[src/rtl/set_own_pkg.sv]
package set_own_pkg;

    // Classification of one lookup-result event against its set's owner
    typedef enum logic [2:0] {
        K_IDLE     = 3'd0,
        K_HIT      = 3'd1,
        K_OVF      = 3'd2,
        K_CLAIM    = 3'd3,
        K_OWN_MISS = 3'd4,
        K_FOREIGN  = 3'd5
    } evt_kind_t;

    // Per-set ownership state
    typedef enum logic {
        ST_FREE = 1'b0,
        ST_HELD = 1'b1
    } slot_state_t;

endpackage

[src/rtl/set_own_classify.sv]
module set_own_classify
    import set_own_pkg::*;
#(
    parameter int ID_W = 2
) (
    input  logic            valid_i,
    input  logic            set_hit_i,
    input  logic            ovf_hit_i,
    input  logic            own_valid_i,
    input  logic [ID_W-1:0] own_id_i,
    input  logic [ID_W-1:0] req_i,
    output evt_kind_t       kind_o
);

    always_comb begin
        if (!valid_i) begin
            kind_o = K_IDLE;
        end else if (set_hit_i) begin
            kind_o = K_HIT;
        end else if (ovf_hit_i) begin
            kind_o = K_OVF;
        end else if (!own_valid_i) begin
            kind_o = K_CLAIM;
        end else if (own_id_i == req_i) begin
            kind_o = K_OWN_MISS;
        end else begin
            kind_o = K_FOREIGN;
        end
    end

endmodule

[src/rtl/set_own_slot.sv]
module set_own_slot
    import set_own_pkg::*;
#(
    parameter int ID_W      = 2,
    parameter int CONF_W    = 3,
    parameter int CONF_INIT = 4
) (
    input  logic            clk,
    input  logic            rst_n,
    input  logic            sel_i,
    input  evt_kind_t       kind_i,
    input  logic [ID_W-1:0] req_i,
    output logic            held_o,
    output logic [ID_W-1:0] owner_o,
    output logic            rel_o
);

    localparam logic [CONF_W-1:0] CONF_MAX   = '1;
    localparam logic [CONF_W-1:0] CONF_START = CONF_W'(CONF_INIT);
    localparam logic [CONF_W-1:0] CONF_ONE   = CONF_W'(1);

    slot_state_t       st_q, st_n;
    logic [CONF_W-1:0] conf_q, conf_n;
    logic [ID_W-1:0]   own_q, own_n;

    // State register
    always_ff @(posedge clk or negedge rst_n) begin
        if (!rst_n) begin
            st_q   <= ST_FREE;
            conf_q <= '0;
            own_q  <= '0;
        end else begin
            st_q   <= st_n;
            conf_q <= conf_n;
            own_q  <= own_n;
        end
    end

    // Transitions: CLAIM, BOOST, ERODE, RELEASE
    always_comb begin
        st_n   = st_q;
        conf_n = conf_q;
        own_n  = own_q;
        rel_o  = 1'b0;
        if (sel_i) begin
            unique case (st_q)
                ST_FREE: begin
                    if (kind_i == K_CLAIM) begin
                        st_n   = ST_HELD;
                        own_n  = req_i;
                        conf_n = CONF_START;
                    end
                end
                ST_HELD: begin
                    case (kind_i)
                        K_HIT: begin
                            if (conf_q != CONF_MAX) conf_n = conf_q + CONF_ONE;
                        end
                        K_FOREIGN: begin
                            if (conf_q <= CONF_ONE) begin
                                st_n   = ST_FREE;
                                conf_n = '0;
                                own_n  = '0;
                                rel_o  = 1'b1;
                            end else begin
                                conf_n = conf_q - CONF_ONE;
                            end
                        end
                        default: ;
                    endcase
                end
            endcase
        end
    end

    assign held_o  = (st_q == ST_HELD);
    assign owner_o = own_q;

endmodule

[src/rtl/set_own_lookup.sv]
module set_own_lookup #(
    parameter int NSETS = 16,
    parameter int ID_W  = 2,
    localparam int IDX_W = $clog2(NSETS)
) (
    input  logic [NSETS-1:0]      held_i,
    input  logic [NSETS*ID_W-1:0] owner_i,
    input  logic [IDX_W-1:0]      idx_i,
    output logic                  own_valid_o,
    output logic [ID_W-1:0]       own_id_o
);

    always_comb begin
        own_valid_o = 1'b0;
        own_id_o    = '0;
        for (int i = 0; i < NSETS; i++) begin
            if (idx_i == IDX_W'(i) && held_i[i]) begin
                own_valid_o = 1'b1;
                own_id_o    = owner_i[i*ID_W +: ID_W];
            end
        end
    end

endmodule

[src/rtl/set_owner_mgr.sv]
module set_owner_mgr
    import set_own_pkg::*;
#(
    parameter int NSETS     = 16,
    parameter int NPROCS    = 4,
    parameter int CONF_W    = 3,
    parameter int CONF_INIT = 4,
    localparam int IDX_W = $clog2(NSETS),
    localparam int ID_W  = $clog2(NPROCS)
) (
    input  logic             clk,
    input  logic             rst_n,
    input  logic             evt_valid,
    input  logic [IDX_W-1:0] evt_set,
    input  logic [ID_W-1:0]  evt_req,
    input  logic             evt_set_hit,
    input  logic             evt_ovf_hit,
    output logic             own_valid,
    output logic [ID_W-1:0]  own_id,
    output logic             rel_pulse,
    output logic [IDX_W-1:0] rel_set
);

    logic [NSETS-1:0]      held_vec;
    logic [NSETS*ID_W-1:0] owner_vec;
    logic [NSETS-1:0]      rel_vec;
    evt_kind_t             kind;

    set_own_lookup #(.NSETS(NSETS), .ID_W(ID_W)) u_lookup (
        .held_i      (held_vec),
        .owner_i     (owner_vec),
        .idx_i       (evt_set),
        .own_valid_o (own_valid),
        .own_id_o    (own_id)
    );

    set_own_classify #(.ID_W(ID_W)) u_classify (
        .valid_i     (evt_valid),
        .set_hit_i   (evt_set_hit),
        .ovf_hit_i   (evt_ovf_hit),
        .own_valid_i (own_valid),
        .own_id_i    (own_id),
        .req_i       (evt_req),
        .kind_o      (kind)
    );

    for (genvar g = 0; g < NSETS; g++) begin : g_slot
        logic sel;
        assign sel = evt_valid && (evt_set == IDX_W'(g));
        set_own_slot #(
            .ID_W      (ID_W),
            .CONF_W    (CONF_W),
            .CONF_INIT (CONF_INIT)
        ) u_slot (
            .clk     (clk),
            .rst_n   (rst_n),
            .sel_i   (sel),
            .kind_i  (kind),
            .req_i   (evt_req),
            .held_o  (held_vec[g]),
            .owner_o (owner_vec[g*ID_W +: ID_W]),
            .rel_o   (rel_vec[g])
        );
    end

    // Release reporting register
    always_ff @(posedge clk or negedge rst_n) begin
        if (!rst_n) begin
            rel_pulse <= 1'b0;
            rel_set   <= '0;
        end else begin
            rel_pulse <= |rel_vec;
            rel_set   <= (|rel_vec) ? evt_set : '0;
        end
    end

endmodule

[config.mk]
export PLATFORM = sky130hd
export DESIGN_NAME = set_owner_mgr
export DESIGN_NICKNAME = d
export VERILOG_FILES = /design/src/rtl/set_own_pkg.sv /design/src/rtl/set_own_classify.sv /design/src/rtl/set_own_slot.sv /design/src/rtl/set_own_lookup.sv /design/src/rtl/set_owner_mgr.sv
export SDC_FILE = /design/constraint.sdc
export NUM_CORES = 1
export LEC_CHECK = 0
export BUFFER_PORTS_ARGS = -buffer_cell sky130_fd_sc_hd__buf_2
export CORE_MARGIN = 5
export CORE_UTILIZATION = 40
export DETAILED_ROUTE_END_ITERATION = 7
export PLACE_DENSITY = 0.59
export SKIP_LAST_GASP = 1
export SYNTH_ARGS = -nofsm -noshare
export SYNTH_HDL_FRONTEND = slang
export SYNTH_SLANG_ARGS = --single-unit
[constraint.sdc]
create_clock -name clk -period 3.7 [get_ports clk]
set_input_delay 0.37 -clock clk [delete_from_list [all_inputs] [get_ports clk]]
set_output_delay 0.37 -clock clk [all_outputs]
set_load 0.05 [all_outputs]
Yosys cells after proc, flatten, opt, wreduce, memory -nomap -nowiden
Index checks and enable logic that the tools add are counted.

Add/sub/neg operators: 32. $lt $le $gt $ge: 16. Equality and inequality tests: 115. Multiplexer cells: 265. Bitwise operators: 16. Reductions and logical operators: 66.

Operators by type and width (count): $pmux 3 s2 (32); $ne 3x3->1 const B (48); $reduce_and 4->1 (32); $mux 1 (114); $mux 3 (37); $mux 2 (49); $ne 2x2->1 const B (47); $pmux 2 s2 (16); $add 3x1->3 const B (16); $le 3x1->1 const B (16); $sub 3x1->3 const B (16); $eq 4x4->1 const B (8); $logic_and 1x1->1 (32); $pmux 1 s2 (16); $eq 4x3->1 const B (4); $not 1->1 (16); $reduce_or 16->1 (1); $eq 4x2->1 const B (2); $eq 4x1->1 const B (1); $logic_not 4->1 (1); $mux 4 (1); $eq 3x1->1 const B (1); $eq 3x2->1 const B (1); $eq 3x3->1 const B (1); other kinds (2) (2).

Flip-flop bits (word level): 101. Word-level logic and storage cells: 560.

Logic depth before layout (Yosys ltp)
Gate-level depths: netlist (run 1).

Depth in word-level cells: 30. Gate-level depth with buffers: 15. Mapped depth without buffers: 10.

By module
A second synthesis (run 1) with hierarchy kept.

Cell total of the unflattened synthesis: 836. Area total of the unflattened synthesis: 7945.1 sq um.

By module, submodules not included: set_own_slot (g_slot[15].u_slot ...) (instances 10, cells an instance 45, area each 432.9 sq um); set_own_slot (g_slot[0].u_slot ...) (instances 6, cells an instance 41, area each 426.7 sq um); set_own_lookup (instances 1, cells an instance 91, area each 644.4 sq um); set_owner_mgr (instances 1, cells an instance 41, area each 349.1 sq um); set_own_classify (instances 1, cells an instance 8, area each 62.6 sq um).

Least setup slack after synthesis (run 1)
OpenSTA, ideal clock, no wires.

Path kind: input to register. Start: input port evt_set[0]. End: register g_slot[9].u_slot.own_q[0]. Setup time: 121 ps. Data arrival time: 3097 ps. Data required time: 3579 ps. Slack: 482 ps. Stages: 12. Path buffers: 3. Cells stage by stage: buf_2 > buf_2 > clkbuf_1 > nor3b_1 > a31oi_1 > nor3_1 > a311oi_1 > nand3_1 > nor3_1 > nand3_1 > a22o_1 > a22o_1.

RTL lines: start: declaration (RTL line set_owner_mgr.sv:14) `input logic [IDX_W-1:0] evt_set,`; $logic_not 4->1 (RTL line set_own_lookup.sv:17) `if (idx_i == IDX_W'(i) && held_i[i]) begin`; $logic_and 1x1->1 (RTL line set_own_lookup.sv:17); $mux 1 (15 in series) (RTL line set_own_lookup.sv:17); $mux 1 * (RTL line set_own_lookup.sv:17); named net own_valid (RTL line set_owner_mgr.sv:18) `output logic own_valid,`; $mux 3 * (RTL line set_own_classify.sv:22) `end else if (!own_valid_i) begin`; $mux 3 * (RTL line set_own_classify.sv:20) `end else if (ovf_hit_i) begin`; $mux 3 * (RTL line set_own_classify.sv:18) `end else if (set_hit_i) begin`; $mux 3 * (RTL line set_own_classify.sv:16) `if (!valid_i) begin`; $eq 3x2->1 / $eq 3x3->1 (equally long branches) (RTL line set_own_slot.sv:48, set_own_slot.sv:55); $ne 2x2->1 (no line); $reduce_and 4->1 (no line) *; end signal: assignment (RTL line set_own_slot.sv:35) `own_q <= own_n;`; end: declaration (RTL line set_own_slot.sv:24) `logic [ID_W-1:0] own_q, own_n;`.

Mark *: on every way through the listed nets, which the timed path passes. The rest lies on a longest branch. A chain may end at the register's enable or synchronous reset.

Final worst setup path (run 1)
Start: input port evt_set[0]. End: register g_slot[9].u_slot.conf_q[1].

Longest elaborated chain between the ends: 27.

RTL lines: $logic_not 4->1 (RTL line set_own_lookup.sv:17); $logic_and 1x1->1 (RTL line set_own_lookup.sv:17); $mux 2 (16 in series) (RTL line set_own_lookup.sv:17); $eq 2x2->1 (RTL line set_own_classify.sv:24) `end else if (own_id_i == req_i) begin`; $mux 1 (RTL line set_own_classify.sv:24); $mux 3 (RTL line set_own_classify.sv:22); $mux 3 (RTL line set_own_classify.sv:20); $mux 3 (RTL line set_own_classify.sv:18); $mux 3 (RTL line set_own_classify.sv:16); $eq 3x3->1, or another cell as far along (RTL line set_own_slot.sv:55) `case (kind_i)`; $pmux 3 s2, or another cell as far along (RTL line set_own_slot.sv:55); $pmux 3 s2 / $reduce_and 4->1 (equally long branches); end signal: assignment (RTL line set_own_slot.sv:34) `conf_q <= conf_n;`; end: declaration (RTL line set_own_slot.sv:23) `logic [CONF_W-1:0] conf_q, conf_n;`.

Several ways; a longest one is shown, not always the timed one.

==> impl_metrics.json, run 1 <==
{
  "r2r_start": "g_slot[12].u_slot.held_o",
  "ys_types": 64,
  "slew_headroom": 0.5736,
  "cts.sinks": 101,
  "htree_levels": 3,
  "period_minus_slack_ns": 3.110,
  "layout_commonest_cell": "nand2_1",
  "netlist_area_um2": 7277,
  "seqPwrFrac": 0.465,
  "final.setup.tns_ns": 0,
  "syn_area_per_cell_um2": 8.140,
  "ys_seq_area_frac": 0.3473,
  "netlist_instances": 894,
  "synthFlopType": "dfrtp_1",
  "switching_share": 0.3202,
  "finalInstanceArea_um2": 7881,
  "antenna_cells": 0,
  "maxCapViolCount": 0,
  "synthArstFlopShare": 1.000,
  "grt.total_usage": 0.1978,
  "post-place-cells": 1109,
  "outcome": "finished, final reports clean",
  "fmax_ghz": 0.3215,
  "final_cell_mix": "nand2_1, dfrtp_1, nor2_1",
  "cellPowerDensity_nw_per_um2": 362.2,
  "fillers": 1825,
  "crit_buf_inv": 2,
  "timing.hold.ws_ns": 0.01102,
  "syn2layout_area_growth_pct": 8.305,
  "internal_power_w": 0.001941,
  "clk_pin_slew_ns": 0.07,
  "synth_compound_area_frac": 0.2371,
  "holdBufCountCts": 0,
  "clockRootBuffer": "clkbuf_16",
  "critPathKind": "input port to register",
  "ir_drop_mv": 0.2406,
  "drive_above_1_share": 0.07383,
  "synth_xor_area_frac": 0,
  "cts_buffers": 9,
  "start_kind": "input port",
  "overflow": 0,
  "ys_seq_elements": 101,
  "synth_top_family_by_area": "simple AND/OR/NAND/NOR gates",
  "ant_nets": 0,
  "io_pins": 19,
  "worstPathCellList": "buf_2 > nor2b_1 > and4_1 > a32o_1 > a211oi_1 > a211o_1 > a211oi_2 > or2_2 > buf_4 > and3_1 > o21ai_0 > o211ai_1",
  "row_count": 49,
  "pwr-share-comb": 0.195,
  "grt_pass1_vias": 6250,
  "yosys_warnings": 0,
  "syn_nets": 967,
  "max_stage_delay_ns": 0.42,
  "finalHoldViolations": 0,
  "setup-violations-final": 0,
  "grt_max_degree": 59,
  "fin_crit_sh": 0.8405,
  "die_w_um": 144.9,
  "synth_simple_gate_area_share": 0.2481,
  "finClkSkew_ns": 0.008290,
  "rsz0062_at_grt": "false",
  "antenna_found_initial": 0,
  "stdcell_count": 1123,
  "hold_class": "input port to async pin",
  "vias": 6531,
  "start_util": 0.4051,
  "worstPathArrival_ns": 3.39,
  "switchingPower_w": 0.0009141,
  "route.detailed.drc": 0,
  "drv_slew": 0,
  "slowest_stage": "a211oi_2",
  "placedInstanceArea_um2": 7592,
  "core_area_um2": 17960,
  "numPortBuffers": 18,
  "grt_pass1_wl_um": 32810,
  "cpLargestDelayFamily": "compound AO/OA/AOI/OAI gates",
  "routabilityCongestion": 0.8594,
  "drt_iter0_drc": 448,
  "synthAdderAreaFrac": 0.1066,
  "dpl.hpwl_um": 14240,
  "drt_pass1_iterations": 5,
  "wire_per_inst_um": 17.58,
  "cts_tree": "built",
  "postCtsSetupRepairBufs": 0,
  "routed_via_density": 5.816,
  "critical_path_peak_fanout": 27,
  "clk_path_buf_depth": 2,
  "worstMarginPinSlew_ns": 0.6396,
  "routed_wl_um": 19750,
  "r2r_slack_ns": 0.66,
  "cp-end-kind": "register",
  "synthMuxAreaShare": 0.007393,
  "dieHeight_um": 144.9,
  "required_ns": 3.98,
  "clock_latency_ns": 0.36,
  "worstSetupStartpoint": "evt_set[0]",
  "synth-edff-count": 0,
  "dieArea_um2": 20990,
  "cts_resized": 0,
  "final_nets": 964,
  "p_clk_frac": 0.340,
  "cellLeakagePower_nw": 3.326
}
[area by class of cell]
| type | instances | area [um2] | area share |
|---|---|---|---|
| multi-input combinational | 701 | 4372 | 0.5547 |
| sequential | 101 | 2527 | 0.3207 |
| tap | 229 | 286.5 | 0.03635 |
| timing repair buffer | 35 | 245.2 | 0.03112 |
| clock buffer | 10 | 239.0 | 0.03032 |
| inverter | 43 | 161.4 | 0.02048 |
| clock inverter | 4 | 50.05 | 0.006350 |
[through the flow]
stage	total power, W	util	setup WS, ns
after floorplan	0.001729	-	0.4816
after global placement	0.001898	0.4227	0.2785
after detailed placement	0.001904	0.4227	0.2381
after CTS	0.002881	0.4387	0.6111
after global routing	0.003019	0.4387	0.3320
final	0.002855	0.4387	0.5900
[kinds of logic after synthesis]
kind of cell / after synthesis
AOI/OAI and AO/OA: 266
adders and majority gates: 62
buffers and inverters: 92
DFF: 101
muxes: 5
and+or+nand+nor: 368
[Yosys cell counts, drive strengths merged, types with 3 or more instances]
cell type	number	share of area
a22o	5	0.0060
nor3	32	0.023
nand2b	17	0.015
inv	43	0.022
buf	24	0.018
a211oi	9	0.010
a22oi	29	0.030
ha	62	0.11
nand4b	3	0.0036
a21oi	57	0.039
dfrtp	101	0.35
and2	5	0.0043
nor4	7	0.0081
a21o	16	0.017
a31o	4	0.0048
o311ai	3	0.0036
and4	3	0.0036
nor2	76	0.039
nor4bb	4	0.0055
mux2	3	0.0046
o2bb2ai	26	0.031
nor2b	7	0.0060
nand3	63	0.043
o22a	3	0.0036
o21ai	83	0.057
clkbuf	25	0.013
o21bai	4	0.0041
or3	7	0.0060
nand4	11	0.0095
or2	4	0.0034
nand3b	7	0.0072
o211ai	6	0.0062
nand2	108	0.056
and3	6	0.0052
a31oi	3	0.0026
[path summary, 6_finish.rpt]
| check | endpoint | depth (start not counted) |
|---|---|---|
| worst min-delay path | g_slot[15].u_slot.conf_q[1] | 1 |
| worst max-delay path | g_slot[9].u_slot.conf_q[1] | 12 |
| worst max register to register | g_slot[9].u_slot.conf_q[1] | 11 |
| worst min register to register | g_slot[1].u_slot.owner_o[1] | 1 |
| min in group clk | g_slot[1].u_slot.conf_q[1] | 3 |
| max in group asynchronous | g_slot[7].u_slot.conf_q[1] | 2 |
[sequential cells by signal, summed over array words and instances (netlist names)]
| name | flops |
|---|---|
| g_slot.u_slot.conf_q | 48 |
| g_slot.u_slot.owner_o | 32 |
| g_slot.u_slot.held_o | 16 |
| rel_set | 4 |
| rel_pulse | 1 |
[power by group through the flow]
stage               registers, W  logic, W  clock network [W]
finish                   0.00133  0.000557           0.000971
global route             0.00134  0.000636            0.00104
CTS                      0.00133  0.000560           0.000996
detailed placement       0.00135  0.000558                  0
global placement         0.00135  0.000551                  0
floorplan                0.00129  0.000443                  0
[worst register-to-register path: stages (launching register included)]
cell and delay (ns):
dfrtp_1 0.48, and3b_1 0.24, o21ai_1 0.19, o311ai_0 0.15
a211oi_1 0.37, o221ai_1 0.21, a211oi_2 0.42, or2_2 0.23
buf_4 0.29, and3_1 0.20, o21ai_0 0.07, o211ai_1 0.11
[layer usage]
metal,vias to the layer above,global-route usage,share of wire
met2,129,0.3044,0.45
met1,3139,0.2867,0.49
li1,3241,-,-
met5,-,0,0
met3,22,0.03713,0.040
met4,0,0.05056,0.014
Power figures use the tool's default switching activity.
==> inputs of run 2 (changes only) <==
clock period = 2.9 ns   (was 3.7 ns; I/O delays follow)
==> run 2 against run 1 <==
  * Worst setup slack worse by 0.50 ns
  * Global-route usage increased by 1.1 points
  * Total power increased by 30%
  * Clock power rose by 19%
  * Die area unchanged
  * Clock skew up 0.00051 ns
  * Sequential power up 25%
  * Sequential cell count unchanged
  * Wire length is 8.9% higher
  * Critical path depth unchanged
  * Critical path type is now register to register
  * Highest routed layer unchanged
==> impl_metrics.json, run 2 (same netlist as run 1, synthesis figures left out) <==
{
  "outcome": "finished, final reports clean",
  "cts_tree": "built",
  "hold_class": "input port to register",
  "clock_latency_ns": 0.36,
  "htree_levels": 3,
  "r2r_start": "g_slot[5].u_slot.owner_o[1]",
  "reg2reg_depth": 12,
  "grt.total_usage": 0.2085,
  "antenna_found_initial": 0,
  "cts_buffers": 9,
  "largest_register": "g_slot.u_slot.conf_q",
  "regToRegEndpoint": "rel_set[2]",
  "finalHoldViolations": 0,
  "worstPathCellList": "or2_2 > o22ai_2 > buf_4 > a2111o_1 > nand4bb_1 > a211o_1 > a211oi_4 > or2_4 > buf_12 > a31o_2 > inv_1 > and2_1",
  "cp-end-kind": "register",
  "fin_crit_sh": 0.9694,
  "max_stage_delay_ns": 0.40,
  "ir_drop_mv": 0.3312,
  "drt_iter0_drc": 458,
  "slowest_stage": "dfrtp_1",
  "final.setup.tns_ns": 0,
  "antenna_cells": 0,
  "wire_per_inst_um": 17.51,
  "routed_wl_um": 21500,
  "dpl.hpwl_um": 16360,
  "worstPathArrival_ns": 3.06,
  "route.detailed.drc": 0,
  "r2r_slack_ns": 0.09,
  "cellPowerDensity_nw_per_um2": 420.8,
  "grt_pass1_wl_um": 34560,
  "ant_nets": 0,
  "timing.hold.ws_ns": 0.2520,
  "clk_pin_slew_ns": 0.07,
  "layout_commonest_cell": "buf_4",
  "slew_headroom": 0.5458,
  "fillers": 1759,
  "start_util": 0.4051,
  "cts.sinks": 101,
  "dieArea_um2": 20990,
  "maxCapViolCount": 0,
  "row_count": 49,
  "io_pins": 19,
  "required_ns": 3.15,
  "cpLargestDelayFamily": "compound AO/OA/AOI/OAI gates",
  "critPathKind": "register to register",
  "crit_cells": 12,
  "grt_pass1_vias": 6758,
  "finClkSkew_ns": 0.008799,
  "dieHeight_um": 144.9,
  "drive_above_1_share": 0.1832,
  "crit_buf_inv": 3,
  "overflow": 0,
  "final_cell_mix": "buf_4, nand2_1, dfrtp_1",
  "critical_path_peak_fanout": 26,
  "final_nets": 1067,
  "numPortBuffers": 18,
  "syn2layout_area_growth_pct": 21.46,
  "final_core_util": 0.4920,
  "setup-violations-final": 0,
  "drt_pass1_iterations": 5,
  "largest_reg_flops": 48,
  "die_w_um": 144.9,
  "rsz0062_at_grt": "true",
  "cellLeakagePower_nw": 3.893,
  "grt_max_degree": 47,
  "routed_via_density": 5.671,
  "worstMarginPinSlew_ns": 0.6812,
  "endpoint": "rel_set[2]",
  "clk_path_buf_depth": 2,
  "vias": 6964,
  "clockRootBuffer": "clkbuf_16",
  "routabilityCongestion": 0.9771,
  "period_minus_slack_ns": 2.811,
  "worstSetupStartpoint": "g_slot[5].u_slot.owner_o[1]",
  "start_kind": "register",
  "drv_slew": 0,
  "core_area_um2": 17960,
  "fmax_ghz": 0.3557
}
[run 2: cell types whose count changed in the layout (fill, tap and decap cells not counted), moves of 2 or more]
cell / delta
buf_12: +7
a211oi_1: -2
clkinv_2: +2
nor4bb_1: -2
o311ai_0: -2
o21ai_0: -4
o21ai_2: +3
buf_4: +94
[run 2: where the power goes]
| group | switching, W | internal (W) |
|---|---|---|
| Clock | 0.000555 | 0.000603 |
| Combinational | 0.000515 | 0.000387 |
| Sequential | 0.000141 | 0.00152 |
[run 2: worst min path at each step]
stage / from / to / slack (ns) / cells past startpoint
after floorplan: rst_n / g_slot[0].u_slot.conf_q[0] / -0.006 / 0
after global placement: rst_n / g_slot[2].u_slot.conf_q[1] / 0.37 / 1
after detailed placement: rst_n / g_slot[2].u_slot.conf_q[0] / 0.38 / 1
after CTS: evt_set_hit / g_slot[1].u_slot.conf_q[1] / 0.25 / 3
after global routing: evt_set_hit / g_slot[1].u_slot.conf_q[1] / 0.27 / 3
final: evt_set_hit / g_slot[1].u_slot.conf_q[1] / 0.25 / 3
[run 2: timing repair]
| item | in CTS | in global routing |
|---|---|---|
| setup endpoints to repair | 3 | 92 |
| hold endpoints to repair | 4 | 0 |
| buffers inserted | 0 | 3 |
| resized for setup | 1 | 21 |
| pin swaps | 0 | 6 |
| gates cloned | 0 | 1 |
| hold buffers | 1 | 0 |
[run 2: tightest hold or removal path: stages]
cell and delay [ns]:
buf_2 0.14, nand4_1 0.08, nand3_1 0.06
[run 2: layer usage]
metal / GRT usage / share of wire / vias to the layer above
met5: 0 / 0 / -
met4: 0.06284 / 0.023 / 0
met3: 0.03188 / 0.038 / 35
met2: 0.3430 / 0.47 / 137
met1: 0.2842 / 0.47 / 3342
li1: - / - / 3450
[run 2: area by class of cell]
| class | instances | area [um2] | share of cell area |
|---|---|---|---|
| Clock inverter | 6 | 38.79 | 0.004388 |
| Inverter | 43 | 161.4 | 0.01826 |
| Timing Repair Buffer | 138 | 1126 | 0.1274 |
| Clock buffer | 10 | 239.0 | 0.02704 |
| Sequential cell | 101 | 2527 | 0.2860 |
| Tap cell | 229 | 286.5 | 0.03242 |
| Multi-Input combinational cell | 701 | 4459 | 0.5045 |
[run 2: per-stage QoR]
| step | setup WS, ns | instance area (um2) | cells | power (W) |
|---|---|---|---|---|
| 2_1_floorplan | 0.008199 | 7287 | 894 | 0.002208 |
| 3_3_place_gp | -0.2311 | 8421 | 1207 | 0.002547 |
| 3_5_place_dp | -0.2500 | 8421 | 1207 | 0.002564 |
| 4_1_cts | 0.006178 | 8712 | 1224 | 0.003729 |
| 5_1_grt | -0.08110 | 8838 | 1228 | 0.003944 |
| 6_report | 0.08880 | 8838 | 1228 | 0.003719 |
==> inputs of run 3 (changes only) <==
CORE_MARGIN = 2   (was 5)
PLACE_DENSITY = 0.6   (was 0.59)
==> run 3 against run 2 <==
  * Non-clock buffer count decreased by 22
  * Wire length fell by 2.1%
  * Critical path type unchanged
  * Highest routed layer unchanged
  * Via count down 0.34%
  * Utilization down 0.53 points
  * Combinational power is 2% lower
  * Largest power group unchanged
  * Worst setup slack better by 0.016 ns
==> impl_metrics.json, run 3 (same netlist as run 1, synthesis figures left out) <==
{
  "overflow": 0,
  "p_clk_frac": 0.339,
  "cts.sinks": 101,
  "fmax_ghz": 0.3578,
  "min_from": "evt_set_hit",
  "antenna_found_initial": 0,
  "vias": 6940,
  "syn2layout_area_growth_pct": 19.74,
  "worstMarginPinSlew_ns": 0.5061,
  "final_cell_mix": "nand2_1, dfrtp_1, buf_4",
  "period_minus_slack_ns": 2.795,
  "drt_pass1_iterations": 7,
  "worst_hold_path.endpoint": "g_slot[1].u_slot.conf_q[1]",
  "critPathKind": "register to register",
  "seqPwrFrac": 0.431,
  "routabilityCongestion": 0.8959,
  "r2r_start": "g_slot[5].u_slot.owner_o[1]",
  "largest_register": "g_slot.u_slot.conf_q",
  "clk_path_buf_depth": 2,
  "finalHoldViolations": 0,
  "outcome": "finished, final reports clean",
  "slew_headroom": 0.6626,
  "finClkSkew_ns": 0.01139,
  "fillers": 1796,
  "internal_power_w": 0.002645,
  "worstPathCellList": "or2_2 > o22ai_2 > a2111o_1 > nand4bb_1 > a211o_1 > a211oi_4 > or2_4 > buf_12 > a31o_2 > inv_1 > and2_1",
  "grt_max_degree": 84,
  "dieArea_um2": 19290,
  "r2r_slack_ns": 0.11,
  "cts_buffers": 9,
  "cp-end-kind": "register",
  "ir_drop_mv": 0.3198,
  "clk_pin_slew_ns": 0.07,
  "switching_share": 0.3117,
  "setup-violations-final": 0,
  "pwr-share-comb": 0.230,
  "crit_buf_inv": 2,
  "ant_nets": 0,
  "clockRootBuffer": "clkbuf_16",
  "grt_pass1_vias": 6472,
  "drt_iter0_drc": 539,
  "cellPowerDensity_nw_per_um2": 441.1,
  "dpl.hpwl_um": 15190,
  "largest_reg_flops": 48,
  "worstPathArrival_ns": 3.05,
  "slowest_stage": "a211oi_4",
  "maxCapViolCount": 0,
  "placedInstanceArea_um2": 8173,
  "grt.total_usage": 0.2189,
  "max_stage_delay_ns": 0.41,
  "route.detailed.drc": 0,
  "row_count": 49,
  "holdPathStages": 3,
  "hold_class": "input port to register",
  "numPortBuffers": 18,
  "routed_via_density": 5.755,
  "regToRegEndpoint": "rel_set[2]",
  "rsz0062_at_grt": "true",
  "clock_latency_ns": 0.36,
  "wire_per_inst_um": 17.46,
  "critical_path_peak_fanout": 17,
  "htree_levels": 3,
  "reg2reg_depth": 11,
  "required_ns": 3.15,
  "start_kind": "register",
  "final_core_util": 0.4867,
  "grt_pass1_wl_um": 34000,
  "drive_above_1_share": 0.1648,
  "cts_tree": "built",
  "finalInstanceArea_um2": 8713,
  "layout_commonest_cell": "nand2_1",
  "drv_slew": 0,
  "start_util": 0.4065,
  "fin_crit_sh": 0.9638,
  "dieHeight_um": 138.9,
  "io_pins": 19,
  "switchingPower_w": 0.001198,
  "cpLargestDelayFamily": "compound AO/OA/AOI/OAI gates",
  "die_w_um": 138.9,
  "cellLeakagePower_nw": 3.801,
  "antenna_cells": 0,
  "core_area_um2": 17900,
  "routed_wl_um": 21050,
  "final_nets": 1045
}
## run 3: layout make-up
type	instances	area, um2	area share
well taps	229	286.5	0.03288
inverters	43	161.4	0.01852
clock buffers	12	236.5	0.02714
clock inverters	4	72.57	0.008329
flip-flops and latches	101	2530	0.2904
repair buffers	116	944.7	0.1084
multi-input cells	701	4482	0.5144
## run 3: through the flow
step                cells  power (W)  hold WS, ns  setup TNS, ns  setup WS [ns]
CTS                  1196   0.003835       0.2690       -0.01189      -0.006232
floorplan             894   0.002208    -0.005591              0       0.008199
global placement     1179   0.002517       0.1939         -10.53        -0.2332
finish               1206   0.003844       0.2771              0         0.1051
detailed placement   1179   0.002527       0.1974         -15.58        -0.3008
global route         1206   0.004067       0.2944        -0.1162       -0.04539
## run 3: worst max path at each step
stage                                  from                            to  cells past startpoint  slack [ns]
2_1_floorplan                    evt_set[3]   g_slot[15].u_slot.conf_q[2]                     14       0.008
3_3_place_gp                     evt_set[1]  g_slot[11].u_slot.owner_o[1]                     13       -0.23
3_5_place_dp                     evt_set[1]  g_slot[13].u_slot.owner_o[1]                     13       -0.30
4_1_cts            g_slot[11].u_slot.held_o                    rel_set[2]                     11      -0.006
5_1_grt        g_slot[11].u_slot.owner_o[1]    g_slot[0].u_slot.conf_q[2]                     11       -0.05
6_report        g_slot[5].u_slot.owner_o[1]                    rel_set[2]                     11        0.11
## run 3: metal layers
layer | up-vias | wire, um | track usage | part of all wire
met5 | - | 0 | 0 | 0
li1 | 3403 | - | - | -
met4 | 0 | 549 | 0.07549 | 0.026
met3 | 33 | 1125 | 0.03246 | 0.053
met1 | 3335 | 10120 | 0.3156 | 0.48
met2 | 169 | 9261 | 0.3370 | 0.44
## run 3: power groups by stage
stage	clock network (W)	registers [W]	logic, W
after floorplan	0	0.00164	0.000567
after global placement	0	0.00168	0.000837
after detailed placement	0	0.00168	0.000845
after CTS	0.00133	0.00166	0.000852
after global routing	0.00138	0.00168	0.00100
final	0.00130	0.00166	0.000883
## run 3: worst min-delay path: stages
cell and delay (ns):
buf_2 0.16, nand4_1 0.08, nand3_1 0.06
## run 3: what timing repair did
action | 4_1_cts | 5_1_grt
resized for setup | 1 | 22
hold endpoints to repair | 18 | 0
hold buffers | 1 | 0
endpoints found under the setup margin | 22 | 89
cloned | 0 | 2
pin swaps | 0 | 10
buffers inserted | 0 | 8
